$ cat config.mk
export PLATFORM = sky130hd
export DESIGN_NAME = spi_pwr_mode_ctrl
export DESIGN_NICKNAME = d
export VERILOG_FILES = /design/src/rtl/pmc_pkg.sv /design/src/rtl/pmc_sync.sv /design/src/rtl/pmc_shifter.sv /design/src/rtl/pmc_fsm.sv /design/src/rtl/spi_pwr_mode_ctrl.sv
export SDC_FILE = /design/constraint.sdc
export NUM_CORES = 1
export LEC_CHECK = 0
export BUFFER_PORTS_ARGS = -buffer_cell sky130_fd_sc_hd__buf_4
export CORE_AREA = 2 2 56 58
export DETAILED_ROUTE_END_ITERATION = 6
export DIE_AREA = 0 0 58 60
export HOLD_SLACK_MARGIN = 0.06
export PLACE_DENSITY = 0.79
export SLEW_MARGIN = 20
export SYNTH_ARGS = -nofsm -noshare
export SYNTH_HDL_FRONTEND = slang
export SYNTH_HIERARCHICAL = 1
export SYNTH_SLANG_ARGS = --single-unit
$ cat constraint.sdc
create_clock -name clk -period 3.28 [get_ports clk]
set_clock_uncertainty 0.2 [all_clocks]
set_input_delay 0.492 -clock clk [delete_from_list [all_inputs] [get_ports clk]]
set_output_delay 0.492 -clock clk [all_outputs]
set_load 0.005 [all_outputs]
$ cat src/rtl/pmc_pkg.sv
`timescale 1ns/1ps
package pmc_pkg;
  localparam int unsigned OP_BITS = 8;

  typedef enum logic [1:0] {
    PM_STBY  = 2'b00,
    PM_ACT   = 2'b01,
    PM_ENTER = 2'b10,
    PM_DEEP  = 2'b11
  } pm_state_t;

  localparam logic [OP_BITS-1:0] OP_DEEP = 8'hB9;
  localparam logic [OP_BITS-1:0] OP_WAKE = 8'hAB;
endpackage

$ cat src/rtl/pmc_sync.sv
`timescale 1ns/1ps
module pmc_sync #(
  parameter int unsigned W       = 1,
  parameter int unsigned STAGES  = 2,
  parameter logic [W-1:0] RST_VAL = '0
) (
  input  logic         clk,
  input  logic         rst_n,
  input  logic [W-1:0] d,
  output logic [W-1:0] q
);
  logic [W-1:0] stg [STAGES];

  for (genvar g = 0; g < STAGES; g++) begin : g_stage
    if (g == 0) begin : g_first
      always_ff @(posedge clk or negedge rst_n) begin
        if (!rst_n) stg[g] <= RST_VAL;
        else        stg[g] <= d;
      end
    end else begin : g_rest
      always_ff @(posedge clk or negedge rst_n) begin
        if (!rst_n) stg[g] <= RST_VAL;
        else        stg[g] <= stg[g-1];
      end
    end
  end

  assign q = stg[STAGES-1];
endmodule

$ cat src/rtl/pmc_shifter.sv
`timescale 1ns/1ps
module pmc_shifter #(
  parameter int unsigned OPW = 8
) (
  input  logic           clk,
  input  logic           rst_n,
  input  logic           sck_s,
  input  logic           cs_n_s,
  input  logic           mosi_s,
  output logic           frame_end,
  output logic           len_exact,
  output logic           len_full,
  output logic           sel,
  output logic [OPW-1:0] opcode
);
  localparam int unsigned CW  = $clog2(OPW + 2);
  localparam logic [CW-1:0] SAT  = CW'(OPW + 1);
  localparam logic [CW-1:0] LAST = CW'(OPW - 1);
  localparam logic [CW-1:0] FULL = CW'(OPW);

  logic           sck_q, cs_q;
  logic [CW-1:0]  cnt, cnt_n;
  logic [OPW-1:0] sh, sh_n, op, op_n;
  logic           sck_rise, cnt_en, sh_en, op_en;

  always_comb begin
    sck_rise = sck_s & ~sck_q;
    sh_n     = {sh[OPW-2:0], mosi_s};
    op_n     = sh_n;
    sh_en    = ~cs_n_s & sck_rise;
    op_en    = sh_en & (cnt == LAST);
    cnt_en   = cs_n_s | (sh_en & (cnt != SAT));
    cnt_n    = cs_n_s ? '0 : cnt + CW'(1);
  end

  always_ff @(posedge clk or negedge rst_n) begin
    if (!rst_n) begin
      sck_q <= 1'b0;
      cs_q  <= 1'b1;
      cnt   <= '0;
      sh    <= '0;
      op    <= '0;
    end else begin
      sck_q <= sck_s;
      cs_q  <= cs_n_s;
      if (cnt_en) cnt <= cnt_n;
      if (sh_en)  sh  <= sh_n;
      if (op_en)  op  <= op_n;
    end
  end

  assign frame_end = cs_n_s & ~cs_q;
  assign len_exact = (cnt == FULL);
  assign len_full  = (cnt >= FULL);
  assign sel       = ~cs_n_s;
  assign opcode    = op;
endmodule

$ cat src/rtl/pmc_fsm.sv
`timescale 1ns/1ps
module pmc_fsm
  import pmc_pkg::*;
#(
  parameter int unsigned TDP = 64
) (
  input  logic               clk,
  input  logic               rst_n,
  input  logic               frame_end,
  input  logic               len_exact,
  input  logic               len_full,
  input  logic               sel,
  input  logic [OP_BITS-1:0] opcode,
  input  logic               busy,
  output pm_state_t          state,
  output logic               dp_ack,
  output logic               wake_ack
);
  localparam int unsigned TW = $clog2(TDP + 1);
  localparam logic [TW-1:0] T_LAST = TW'(TDP - 1);

  pm_state_t     state_n;
  logic [TW-1:0] cnt, cnt_n;
  logic          cnt_en, dp_n, wake_n, deep_ok, wake_ok;

  always_comb begin
    deep_ok = frame_end & len_exact & (opcode == OP_DEEP) & ~busy;
    wake_ok = frame_end & len_full & (opcode == OP_WAKE);
    state_n = state;
    cnt_n   = cnt;
    dp_n    = 1'b0;
    wake_n  = 1'b0;
    case (state)
      PM_STBY, PM_ACT: begin
        if (deep_ok) begin
          state_n = PM_ENTER;
          cnt_n   = '0;
          dp_n    = 1'b1;
        end else begin
          state_n = (sel | busy) ? PM_ACT : PM_STBY;
        end
      end
      PM_ENTER: begin
        if (wake_ok) begin
          state_n = PM_STBY;
          wake_n  = 1'b1;
        end else if (cnt == T_LAST) begin
          state_n = PM_DEEP;
        end else begin
          cnt_n = cnt + TW'(1);
        end
      end
      PM_DEEP: begin
        if (wake_ok) begin
          state_n = PM_STBY;
          wake_n  = 1'b1;
        end
      end
      default: state_n = PM_STBY;
    endcase
    cnt_en = (state_n == PM_ENTER);
  end

  always_ff @(posedge clk or negedge rst_n) begin
    if (!rst_n) begin
      state    <= PM_STBY;
      cnt      <= '0;
      dp_ack   <= 1'b0;
      wake_ack <= 1'b0;
    end else begin
      state    <= state_n;
      if (cnt_en) cnt <= cnt_n;
      dp_ack   <= dp_n;
      wake_ack <= wake_n;
    end
  end
endmodule

$ cat src/rtl/spi_pwr_mode_ctrl.sv
`timescale 1ns/1ps
module spi_pwr_mode_ctrl
  import pmc_pkg::*;
#(
  parameter int unsigned TDP_CYCLES  = 64,
  parameter int unsigned SYNC_STAGES = 2
) (
  input  logic       clk,
  input  logic       rst_n,
  input  logic       spi_sck,
  input  logic       spi_cs_n,
  input  logic       spi_mosi,
  input  logic       core_busy,
  output logic [1:0] pm_mode,
  output logic       cmd_block,
  output logic       dp_ack,
  output logic       wake_ack
);
  logic [2:0]         pins_s;
  logic               frame_end, len_exact, len_full, sel;
  logic [OP_BITS-1:0] opcode;
  pm_state_t          state;

  pmc_sync #(.W(3), .STAGES(SYNC_STAGES), .RST_VAL(3'b010)) u_sync (
    .clk   (clk),
    .rst_n (rst_n),
    .d     ({spi_sck, spi_cs_n, spi_mosi}),
    .q     (pins_s)
  );

  pmc_shifter #(.OPW(OP_BITS)) u_shift (
    .clk       (clk),
    .rst_n     (rst_n),
    .sck_s     (pins_s[2]),
    .cs_n_s    (pins_s[1]),
    .mosi_s    (pins_s[0]),
    .frame_end (frame_end),
    .len_exact (len_exact),
    .len_full  (len_full),
    .sel       (sel),
    .opcode    (opcode)
  );

  pmc_fsm #(.TDP(TDP_CYCLES)) u_fsm (
    .clk       (clk),
    .rst_n     (rst_n),
    .frame_end (frame_end),
    .len_exact (len_exact),
    .len_full  (len_full),
    .sel       (sel),
    .opcode    (opcode),
    .busy      (core_busy),
    .state     (state),
    .dp_ack    (dp_ack),
    .wake_ack  (wake_ack)
  );

  assign pm_mode   = state;
  assign cmd_block = (state == PM_ENTER) || (state == PM_DEEP);
endmodule

==> results of run 1 <==
-- flip-flops by register name, summed over array words and instances, names as in the netlist --
name,cells
u_sync/stg,3
u_shift/sh,7
u_sync/q,3
u_fsm/wake_ack,1
u_fsm/state,2
u_shift/cnt,4
u_shift/opcode,8
u_shift/sck_q,1
u_fsm/cnt,7
u_shift/cs_q,1
u_fsm/dp_ack,1
-- cell type report --
type	count	area [um2]
repair buffers	14	115
multi-input cells	77	671
clock buffers	7	55.1
well taps	33	41.3
inverters	10	37.5
fillers	225	1020
clock inverters	1	5.00
flip-flops and latches	38	955
-- worst paths after layout --
kind,start,endpoint,slack [ps],depth (start not counted)
max reg2reg,u_shift/cnt[1],u_fsm/cnt[1],1160,7
min reg2reg,u_sync/stg[3],u_sync/q[0],160,0
max,u_shift/cnt[1],u_fsm/cnt[1],1160,7
min,u_sync/stg[3],u_sync/q[0],160,0
max in group asynchronous,rst_n,u_shift/cs_q,2100,2
min in group asynchronous,rst_n,u_shift/opcode[0],440,2
-- worst max-delay path, delay by kind of cell (launching register included) --
| family | cells | cell delay, ps |
|---|---|---|
| adders and majority gates | 1 | 150 |
| muxes | 1 | 200 |
| buffers and inverters | 1 | 100 |
| AOI/OAI and AO/OA | 1 | 270 |
| and+or+nand+nor | 3 | 720 |
| DFF | 1 | 420 |
-- metal layers --
layer  track usage [%]  vias to the layer above  share of wire (%)
met5                 0                        -                  0
met1              22.9                      500                 44
met4              11.3                        0                2.5
li1                  -                      492                  -
met2              29.9                       27                 48
met3              6.71                        8                5.6
-- where the power goes --
part	internal, uW	switching, uW
Sequential	511	29.6
Clock	104	145
Combinational	39.0	24.5
-- placed cells by master, fill, tap and decap left out, types with 2 or more instances in the layout --
master,synthesis,final
nand3_1,4,4
a21oi_1,2,2
dfrtp_1,35,35
dfstp_2,3,3
nand4_1,2,2
o211ai_1,2,2
nand2b_1,2,2
mux2i_1,3,3
inv_1,10,10
nor2b_1,3,3
o21ai_0,3,3
clkbuf_4,0,5
nand2_1,7,7
dlygate4sd3_1,0,4
ha_1,4,4
buf_4,4,10
mux2_2,17,17
and3b_1,2,2
a31oi_1,6,6
nor2_1,5,5
-- cells by family after synthesis --
family | count (synthesis) | synth area share, %
adder cells (fa/ha/maj) | 4 | 2.92
flip-flops | 38 | 55.8
AND/OR/NAND/NOR | 34 | 14.2
buffers and inverters | 17 | 5.04
multiplexers | 20 | 12.9
AO/OA/AOI/OAI | 19 | 9.14
-- per-stage QoR --
stage                     cell area (um2)  setup WS, ps  utilization, %  hold WS [ps]  power [uW]
after CTS                            1880          1150            64.7           160         865
after detailed placement             1780          1170            61.3           136         612
after floorplan                      1710          1360               -         -3.59         585
after global routing                 1880           943            64.7           171         898
after global placement               1780          1260            61.3           133         604
final                                1880          1160            64.7           157         853
==> reports/qor.txt, run 1 <==
Initial antenna violation count: 0
Clock Sinks: 38
Initial Util: 59.0%
Total GRT Usage: 19.1%
PostCTS Resize Cnt: 0
Number of synthesized flops with an enable pin: 0
Cell Rows: 20
Top_reg_cell synth: dfrtp_1
Crit end category: flip-flop
Syn avg cell area: 13.0 um2
Fin crit share: 64.7%
Die ar.: 0.00348 mm2
DRT Wirelength: 2680 um
Top cell type by total area after synthesis: dfrtp_1
Arrival time worst endpoint: 2200 ps
RSZ-0062 raised after global routing: false
CTS tree: yes
Mapped Area: 0.00171 mm2
Vias in the first global route: 1033
Final Hold Fails: 0
Syn Nets: 142
Root buffer cell: clkbuf_4
LEAKAGE: 0.000900 uW
Tmin final: 2120 ps
Share of cells above drive strength 1: 31.3%
Seq/Total Area, Yosys: 55.8%
Clk slew on worst S/H paths: 110 ps
Crit Path Max Fanout: 7
Top cell type's share of synthesized area: 51.2%
Post-CTS setup buffer count: 0
Worst slew pin tran: 570 ps
Setup TNS: 0 ps
CP Class: flip-flop to flip-flop
Synth area leaders: dfrtp_1 51%, mux2_2 11%, dfstp_2 4.6%, ha_1 2.9%, a31oi_1 2.2%
Die Span Y: 60 um
Pin count of the biggest net entering global routing: 39
Drt pass-1 iters: 4
Via total after detailed routing: 1027
Mapped Cells: 132
CP startpoint kind: flip-flop
HP Class: flip-flop to flip-flop
Peak supply drop: 0.333 mV
Ports: 11
Final GP Congestion: 0.824
Area Overhead vs Synth: 9.80%
Critical-path top delay cell: dfrtp_1
Yosys warnings: 6
Count leader, synth: dfrtp_1
Core area: 0.00290 mm2
Num CTS Buffers: 5
Total of max-cap violations: 0
Synth cell types: 35
Final Setup Violations: 0
Highest Clock Rate: 471 MHz
Most frequent cells after synthesis: 35 x dfrtp_1, 17 x mux2_2, 10 x inv_1
Slew HR: 61.8%
Placed Cells: 168
DR WL/cell: 14.9 um
Req. time, crit path: 3360 ps
Die W: 58 um
Async SR Flop Fraction: 100%
Via/cell ratio: 5.71
Hold_buf cts: 4
Port Buffer Count: 10
CTS H-tree depth: 2
Max clock buf depth: 2
DP HPWL: 1870 um
First-pass GRT wire length: 4710 um
# nets final: 156
Yosys reg bits: 38
Fin cells: 180
Clk_lat worst skew: 340 ps
ANT nets after route: 0
CP peak stage delay: 420 ps
Power per Cell Area: 454 mW/mm2
Ant. Diodes: 0
Worst-path cell chain: inv_1 -> ha_1 -> and3b_1 -> nor4bb_1 -> nand3_1 -> o2bb2ai_4 -> mux2i_1
Slew Limit Fails: 0
Starting DRT DRC Count: 38
Status: completed
Global route overflow: 0
# DRC: 0
Note: power is estimated with default switching activity, not from simulation.
==> run 2, diff against run 1 <==
CORE_AREA = 2 2 58 60   (was 2 2 56 58)
DIE_AREA = 0 0 60 62   (was 0 0 58 60)
PLACE_DENSITY = 0.74   (was 0.79)
clock period = 1.97 ns   (was 3.28 ns; I/O delays follow)
==> reports/qor.txt, run 2 (synthesis gave the netlist of run 1 again) <==
Final Hold Fails: 0 (unchanged)
# nets final: 167 (+7.1%)
Port Buffer Count: 10 (unchanged)
Hold Crit Endpoint: u_sync/q[0]
Highest Clock Rate: 535 MHz (+13%)
Share of cells above drive strength 1: 36.1% (+4.8 points)
Post-CTS setup buffer count: 0 (unchanged)
Reg2reg start: u_shift/cnt[0]
Status: completed
WL met3: 107 um (-29%)
Initial antenna violation count: 0 (unchanged)
Clock Sinks: 38 (unchanged)
CP startpoint kind: flip-flop
Final GP Congestion: 0.786 (-4.6%)
Global route overflow: 0 (unchanged)
Req. time, crit path: 2000 ps (-1360 ps)
Clk slew on worst S/H paths: 100 ps (about the same)
Peak supply drop: 0.480 mV (+44%)
Commonest non-fill, non-tap cell in the layout: dfrtp_1
RSZ-0062 raised after global routing: true
Arrival time worst endpoint: 1900 ps (-300 ps)
Vias in the first global route: 1074 (+4.0%)
Worst slew pin tran: 457 ps (-113 ps)
ANT nets after route: 0 (unchanged)
CTS H-tree depth: 2 (unchanged)
Slew Limit Fails: 0 (unchanged)
LEAKAGE: 0.000954 uW (+6.0%)
Slew HR: 69.5% (+7.7 points)
Die ar.: 0.00372 mm2 (+6.9%)
Starting DRT DRC Count: 54 (+42%)
Die Span Y: 62 um (+3.3%)
Most frequent cells in the layout: 35 x dfrtp_1, 20 x buf_4, 17 x mux2_2
Via total after detailed routing: 1069 (+4.1%)
Area Overhead vs Synth: 16.8%
Crit Path Max Fanout: 8 (+1)
DP HPWL: 1900 um (+2.1%)
Ant. Diodes: 0 (unchanged)
Metal-1 WL: 1200 um (+2.0%)
Max Used Layer: met4
Total Power: 1390 uW (+63%)
Final Setup Violations: 0 (unchanged)
Tmin final: 1870 ps (-250 ps)
Pin count of the biggest net entering global routing: 39 (unchanged)
Hold Path Cell Cnt: 0 (unchanged)
R2r endpoint: u_shift/opcode[6]
Clk_lat worst skew: 350 ps (about the same)
Via/cell ratio: 5.24 (-8.2%)
Cell Rows: 21 (+5.0%)
R2R Setup Slk: 100 ps (-1060 ps)
Max clock buf depth: 2 (unchanged)
Die W: 60 um (+3.4%)
Total GRT Usage: 18.4% (-0.73 points)
Power per Cell Area: 696 mW/mm2 (+53%)
DR WL/cell: 13.5 um (-9.0%)
Crit end category: flip-flop
Hold Path Origin: u_sync/stg[3]
FF-to-FF path depth: 6 (-1)
Core area: 0.00318 mm2 (+9.5%)
Total of max-cap violations: 0 (unchanged)
Drt pass-1 iters: 4 (unchanged)
Num CTS Buffers: 5 (unchanged)
Root buffer cell: clkbuf_4
First-pass GRT wire length: 4770 um (+1.3%)
DRT Wirelength: 2760 um (+3.1%)
Initial Util: 53.8% (-5.1 points)
CP Class: flip-flop to flip-flop
Wire length on met2: 1390 um (+8.4%)
Max FFs per register: 8 (unchanged)
CTS tree: yes
Fin crit share: 95.0% (+30 points)
Core Util, Final: 62.9% (-1.9 points)
HP Class: flip-flop to flip-flop
Ports: 11 (unchanged)
# DRC: 0 (unchanged)
## run 2: cell types whose count changed in the layout (fill, tap and decap cells not counted), sizes merged
cell,delta
clkbuf,+1
buf,+10
dlygate4sd3,+1
clkinv,-1
## run 2: what timing repair did
action	in CTS	in global routing
endpoints found under the hold margin	42	0
hold buffers	5	0
resized for setup	3	2
endpoints found under the setup margin	5	9
pin swaps	2	3
## run 2: how the worst max path moves through the flow
stage / startpoint / to / slack, ps / depth (start not counted)
global placement: u_shift/cnt[1] / u_fsm/cnt[1] / 10 / 7
detailed placement: u_shift/cnt[1] / u_fsm/cnt[1] / -40 / 7
global route: u_shift/cnt[1] / u_fsm/cnt[1] / 5 / 7
finish: u_shift/cnt[0] / u_shift/opcode[6] / 100 / 6
floorplan: u_shift/cnt[0] / u_fsm/cnt[1] / 50 / 7
CTS: u_shift/cnt[1] / u_fsm/cnt[1] / 6 / 7
## run 2: per-layer routing
layer / up-vias / GRT usage, %
met1: 536 / 22.0
li1: 511 / -
met4: 0 / 7.62
met5: - / 0
met3: 5 / 8.07
met2: 17 / 29.2
## run 2: metrics by stage
step / TNS, ps / hold WS [ps] / setup slack (ps) / cell area, um2 / std cells
global placement: 0 / 79.2 / 13.2 / 1870 / 191
finish: 0 / 157 / 99.3 / 2000 / 204
global route: 0 / 166 / 5.11 / 2000 / 204
detailed placement: -59.5 / 84.7 / -39.3 / 1870 / 191
CTS: 0 / 158 / 6.27 / 1990 / 204
floorplan: 0 / -200 / 51.3 / 1710 / 132
## run 2: layout make-up
cell class	instances	area, um2
clock buffers	8	48.8
repair buffers	25	200
flip-flops and latches	38	955
well taps	46	57.6
fillers	248	1180
multi-input cells	77	701
inverters	10	37.5
## run 2: worst max-delay path, cell delays in order (launching register included)
cell,delay (ps)
dfrtp_1,360
buf_4,130
ha_1,200
nand3b_4,110
nor4b_4,210
buf_4,210
mux2_2,340
## run 2: where the power goes
group | leakage, uW | switching, uW | internal (uW)
logic | 0.000473 | 47.1 | 73.1
clock network | 0.0000265 | 233 | 142
registers | 0.000455 | 45.2 | 851
